===== config.mk =====
export PLATFORM = sky130hd
export DESIGN_NAME = store_order_tracker
export DESIGN_NICKNAME = d
export VERILOG_FILES = /design/src/rtl/store_order_tracker.sv
export SDC_FILE = /design/constraint.sdc
export NUM_CORES = 2
export LEC_CHECK = 0
export ABC_AREA = 1
export BUFFER_PORTS_ARGS = -buffer_cell sky130_fd_sc_hd__buf_2
export CORE_MARGIN = 5
export CORE_UTILIZATION = 47
export DETAILED_ROUTE_END_ITERATION = 6
export GPL_ROUTABILITY_DRIVEN = 1
export GPL_TIMING_DRIVEN = 0
export PLACE_DENSITY = 0.72
export REMOVE_ABC_BUFFERS = 1
export SLEW_MARGIN = 20
export SYNTH_ARGS = -nofsm -noshare
export SYNTH_HDL_FRONTEND = slang
export SYNTH_SLANG_ARGS = --single-unit

===== constraint.sdc =====
create_clock -name clk -period 51.1 [get_ports clk]
set_input_delay 10.22 -clock clk [delete_from_list [all_inputs] [get_ports clk]]
set_output_delay 10.22 -clock clk [all_outputs]
set_load 0.02 [all_outputs]

===== src/rtl/store_order_tracker.sv =====
module store_order_tracker #(
  parameter int TW    = 32,
  parameter int SW    = 32,
  parameter int AW    = 32,
  parameter int DEPTH = 8,
  parameter int WORDS = 4
) (
  input  logic                     clk,
  input  logic                     rst_n,
  input  logic                     drain_i,
  input  logic                     cmp_vld_i,
  input  logic                     cmp_is_st_i,
  input  logic [SW-1:0]            cmp_sn_i,
  input  logic [$clog2(WORDS)-1:0] cmp_word_i,
  input  logic [WORDS-1:0]         cmp_unsafe_i,
  input  logic [TW-1:0]            cmp_rtag_i,
  input  logic                     inv_vld_i,
  input  logic [TW-1:0]            inv_cnt_i,
  input  logic [TW-1:0]            inv_tag_i,
  input  logic [AW-1:0]            inv_st_pc_i,
  input  logic [AW-1:0]            inv_acc_pc_i,
  output logic [TW-1:0]            drained_cnt_o,
  output logic                     tag_vld_o,
  output logic [SW-1:0]            tag_sn_o,
  output logic [TW-1:0]            tag_o,
  output logic                     viol_vld_o,
  output logic [AW-1:0]            viol_st_pc_o,
  output logic [AW-1:0]            viol_acc_pc_o
);
  localparam int IW = $clog2(DEPTH);

  function automatic logic tag_gt(input logic [TW-1:0] a, input logic [TW-1:0] b);
    return (a[TW-1] ^ b[TW-1]) ? (a < b) : (a > b);
  endfunction

  function automatic logic sn_gt(input logic [SW-1:0] a, input logic [SW-1:0] b);
    return (a[SW-1] ^ b[SW-1]) ? (a < b) : (a > b);
  endfunction

  logic [TW-1:0]    cnt_q;
  logic [TW-1:0]    floor_q;
  logic [DEPTH-1:0] e_vld;
  logic [SW-1:0]    e_sn  [DEPTH];
  logic [TW-1:0]    e_tag [DEPTH];

  logic             hit;
  logic [SW-1:0]    best_sn;
  logic [TW-1:0]    best_tag;
  logic [TW-1:0]    prev_tag;
  logic [TW-1:0]    new_tag;
  logic [IW-1:0]    slot;
  logic             ubit;
  logic             evict;

  always_comb begin
    hit      = 1'b0;
    best_sn  = '0;
    best_tag = '0;
    for (int i = 0; i < DEPTH; i++) begin
      if (e_vld[i] && sn_gt(cmp_sn_i, e_sn[i]) && (!hit || sn_gt(e_sn[i], best_sn))) begin
        hit      = 1'b1;
        best_sn  = e_sn[i];
        best_tag = e_tag[i];
      end
    end
  end

  assign prev_tag = hit ? best_tag : floor_q;
  assign slot     = cmp_sn_i[IW-1:0];
  assign ubit     = cmp_unsafe_i[cmp_word_i];
  assign new_tag  = (cmp_is_st_i && ubit && tag_gt(cmp_rtag_i, prev_tag)) ? cmp_rtag_i : prev_tag;
  assign evict    = e_vld[slot] && (e_sn[slot] != cmp_sn_i);

  always_ff @(posedge clk) begin
    if (!rst_n) begin
      cnt_q   <= '0;
      floor_q <= '0;
      e_vld   <= '0;
    end else begin
      if (drain_i) cnt_q <= cnt_q + TW'(1);
      if (cmp_vld_i) begin
        e_vld[slot] <= 1'b1;
        if (evict && tag_gt(e_tag[slot], floor_q)) floor_q <= e_tag[slot];
      end
    end
  end

  always_ff @(posedge clk) begin
    if (cmp_vld_i) begin
      e_sn[slot]  <= cmp_sn_i;
      e_tag[slot] <= new_tag;
    end
  end

  always_ff @(posedge clk) begin
    if (!rst_n) begin
      tag_vld_o     <= 1'b0;
      tag_sn_o      <= '0;
      tag_o         <= '0;
      viol_vld_o    <= 1'b0;
      viol_st_pc_o  <= '0;
      viol_acc_pc_o <= '0;
    end else begin
      tag_vld_o  <= cmp_vld_i;
      viol_vld_o <= inv_vld_i && tag_gt(inv_tag_i, inv_cnt_i);
      if (cmp_vld_i) begin
        tag_sn_o <= cmp_sn_i;
        tag_o    <= new_tag;
      end
      if (inv_vld_i) begin
        viol_st_pc_o  <= inv_st_pc_i;
        viol_acc_pc_o <= inv_acc_pc_i;
      end
    end
  end

  assign drained_cnt_o = cnt_q;

  AST_CNT_STEP: assert property (@(posedge clk) disable iff (!rst_n)
    drain_i |=> drained_cnt_o == $past(drained_cnt_o) + TW'(1));
  AST_CNT_HOLD: assert property (@(posedge clk) disable iff (!rst_n)
    !drain_i |=> $stable(drained_cnt_o));
  AST_TAG_ECHO: assert property (@(posedge clk) disable iff (!rst_n)
    cmp_vld_i |=> tag_vld_o && tag_sn_o == $past(cmp_sn_i));
  AST_NO_STRAY_TAG: assert property (@(posedge clk) disable iff (!rst_n)
    !cmp_vld_i |=> !tag_vld_o);
  AST_RX_FLOOR: assert property (@(posedge clk) disable iff (!rst_n)
    cmp_vld_i && cmp_is_st_i && cmp_unsafe_i[cmp_word_i] |=> !tag_gt($past(cmp_rtag_i), tag_o));
  AST_NO_FALSE_VIOL: assert property (@(posedge clk) disable iff (!rst_n)
    inv_vld_i && !tag_gt(inv_tag_i, inv_cnt_i) |=> !viol_vld_o);
  AST_VIOL_NEEDS_INV: assert property (@(posedge clk) disable iff (!rst_n)
    !inv_vld_i |=> !viol_vld_o);
  AST_VIOL_ADDR: assert property (@(posedge clk) disable iff (!rst_n)
    inv_vld_i |=> viol_st_pc_o == $past(inv_st_pc_i) && viol_acc_pc_o == $past(inv_acc_pc_i));
endmodule


==> summary.txt <==
Clocking
  • Post-CTS sizing: 0
  • TritonCTS clock tree: yes
  • CTS sink count: 714
  • Clock Path Buffers: 3
  • Cts bufs inserted: 84
  • Hold bufs inserted after CTS: 0
  • CTS H-tree lvls: 3
  • Root Driver: clkbuf_16
  • Post-CTS Setup Inserts: 0
  • Worst skew pair latency: 690 ps
  • CTS clk-pin slew, worst paths: about 60 ps

Timing
  • Max Clock Freq: ~0.025 GHz
  • Unrepaired setup endpoints after global routing: no
  • Hold_ws: roughly 480 ps
  • Final Setup Violations: 0
  • Tmin final: 39,450 ps
  • Crit share post-route: just under 80%
  • Worst Skew: 57.58 ps
  • Setup TNS: 0 ps
  • Final WS setup: 11,650 ps
  • Final Hold Fails: 0
  • Pins Over Slew Limit: 0
  • Headroom to the max-slew limit: 16.33%
  • Least-Margin Pin Slew: 1251 ps

Detailed routing
  • Via/cell ratio: 5.837
  • Remaining DRCs: 0
  • DR WL/cell: 21.59 um
  • DR iter-0 viols: 4,696
  • ANT nets after route: 0
  • Pre-Repair DR Iteration Count: 6
  • Routed WL: around 160 mm
  • Via Count: 43,220

Critical path
  • Critical path type: in2reg
  • Crit path DAT: 39,850 ps
  • Slowest CP cell: nor4_1
  • CP startpoint: cmp_sn_i[0]
  • Crit path capture type: flip-flop
  • R2R Path Start: e_sn[0][15]$_DFFE_PP_
  • Element type at the critical path start: input port
  • Crit Path Max Fanout: 99
  • Most common cell on crit path: nand2_1
  • Max stage delay on crit path: 900 ps
  • CP Data Required Time: 51,500 ps

Floorplanning
  • Rows: 116
  • Die height: ~330 um
  • Starting Density: between 40% and 50%
  • Ports: 366
  • Core footprint: roughly 100,000 um^2
  • Die ar.: 107,400 um^2
  • Die width: 327.7 um

Layout
  • Syn-to-layout area delta: 14.16%
  • # fillers: 9,011
  • Reg area: 19,420 um^2
  • Final Cell Area: roughly 54,000 um^2
  • Final #Nets: 6,813
  • Multi-input logic area: around 24,000 um^2
  • Fraction of layout instances using a drive strength above 1: 11.49%

Synthesis
  • Count leader, synth: nand2_1
  • Simple-gate share of the synthesized area: 17.82%
  • Post-synth top area share: around 32%
  • Mapped Area: 47,440 um^2
  • Post-synthesis xor/xnor area fraction: less than 1%
  • YS warnings: 0
  • Post-synthesis cell count: between 5,000 and 6,000
  • Post-synthesis adder-cell area fraction: ~15%
  • Synth area leaders: edfxtp_1, ha_1, dfxtp_1, nand2_1, o21ai_0
  • Post-synth EDFFs: 512
  • Post-synth top flop: edfxtp_1
  • Post-synthesis sequential area ratio: 40.93%
  • Top post-synthesis cells by count: nand2_1, inv_1, ha_1
  • Synth area leader: edfxtp_1
  • Synth cell types: 60
  • Seq cells post-synth: 714
  • Main combinational cell family by area after synthesis: simple AND/OR/NAND/NOR gates
  • Avg Inst Size Synth: 8.222 um^2
  • Synth Area in Compound Gates: 17.11%
  • Mux cell area share after synthesis: 0%
  • Ys async rst share: 0%

GRT
  • Largest net degree at the start of global routing: 115
  • First-pass GRT wire length: 238.6 mm
  • Initial antenna violation count: 8
  • Number of global-route vias before repair: 41,700
  • GRT Residual Overflow: 0
  • Tot GR Track Use: 28.61%

Placed design
  • GP Congestion: 0.9581
  • Placed inst area: 51,220 um^2
  • HPWL after DPL: between 100 and 150 mm
  • Input/output buffers: 365
  • Post-place setup slack: 12,240 ps

Min path
  • Hold Path Origin: floor_q[31]$_SDFFE_PN0P_
  • Worst hold path type: reg2reg

Power and ir drop
  • Static leakage: 24.23 nW
  • Maximum vdd ir drop: 22.86 uV
  • Pwr/cell area: 30.29 nW/um^2

Job
  • Maxcap violations: 0

Outcome
  • Status: complete, no violations
worst max-delay path: cells and delay by family:
kind,cells,cell delay [ps]
buffers and inverters,21,5570
AOI/OAI and AO/OA,16,3410
and+or+nand+nor,81,16730
adders and majority gates,9,3330
kinds of logic (layout without fill, tap and decap cells):
family,after synthesis,after routing
AND/OR/NAND/NOR,1990,1990
AO/OA/AOI/OAI,1464,1464
buffers and inverters,993,1326
flip-flops,714,714
adder cells (fa/ha/maj),577,577
XOR/XNOR,32,32
other,0,3
power breakdown:
part,switching (mW),internal (mW)
sequential,0.0137,0.663
clock,0.265,0.378
combinational,0.218,0.104
total,0.496,1.14
layer usage:
metal	share of wire [%]	track usage, %
met4	5.4	13.75
met1	39	36.03
met2	45	46.79
met5	0.024	0
met3	11	6.421
state kept, by name, indices dropped and copies added (netlist names):
register       count
e_vld              8
viol_vld_o         1
drained_cnt_o     32
floor_q           32
e_sn             256
e_tag            256
viol_acc_pc_o     32
tag_o             32
tag_sn_o          32
viol_st_pc_o      32
tag_vld_o          1
final timing paths:
kind / cells past startpoint / slack (ps) / to
max reg2reg: 120 / 22010 / e_tag[7][5]$_DFFE_PP_
max: 127 / 11650 / e_tag[7][5]$_DFFE_PP_
min reg2reg: 2 / 480 / floor_q[31]$_SDFFE_PN0P_
min: 2 / 480 / floor_q[31]$_SDFFE_PN0P_
through the flow:
stage	util (%)	instances	power (mW)
after CTS	54.07	7401	1.642
after global routing	54.08	7402	1.707
final	54.08	7404	1.641
after floorplan	-	5528	0.8761
after detailed placement	51.14	7244	1.001
after global placement	49.69	7191	0.9883
cell usage in the layout, fill, tap and decap left out, drive strengths merged, types with 3 or more instances in the layout:
master	count
edfxtp	512
buf	418
bufinv	12
nand3	248
nand4	92
o21bai	6
o21ai	714
o221ai	24
clkinv	30
a31oi	6
dfxtp	202
xnor2	15
o221a	3
clkinvlp	5
nand2	1075
a211oi	12
nand3b	6
o211ai	74
o31ai	3
a221oi	7
o21a	46
nor4	29
and3	33
diode	3
nor3	37
a21oi	545
o2111ai	7
clkbuf	106
inv	755
nor2	423
o22ai	5
or2	40
xor2	17
a21o	5
ha	577
final cells by class:
cell class	instances	share of cell area (%)
tap	1298	2.999
clock buffer	106	4.168
sequential	714	35.85
multi-input combinational	4063	44.72
antenna	3	0.01386
timing repair buffer	418	5.746
inverter	751	5.251
clock inverter	51	1.252
(Power assumes the default switching activity.)
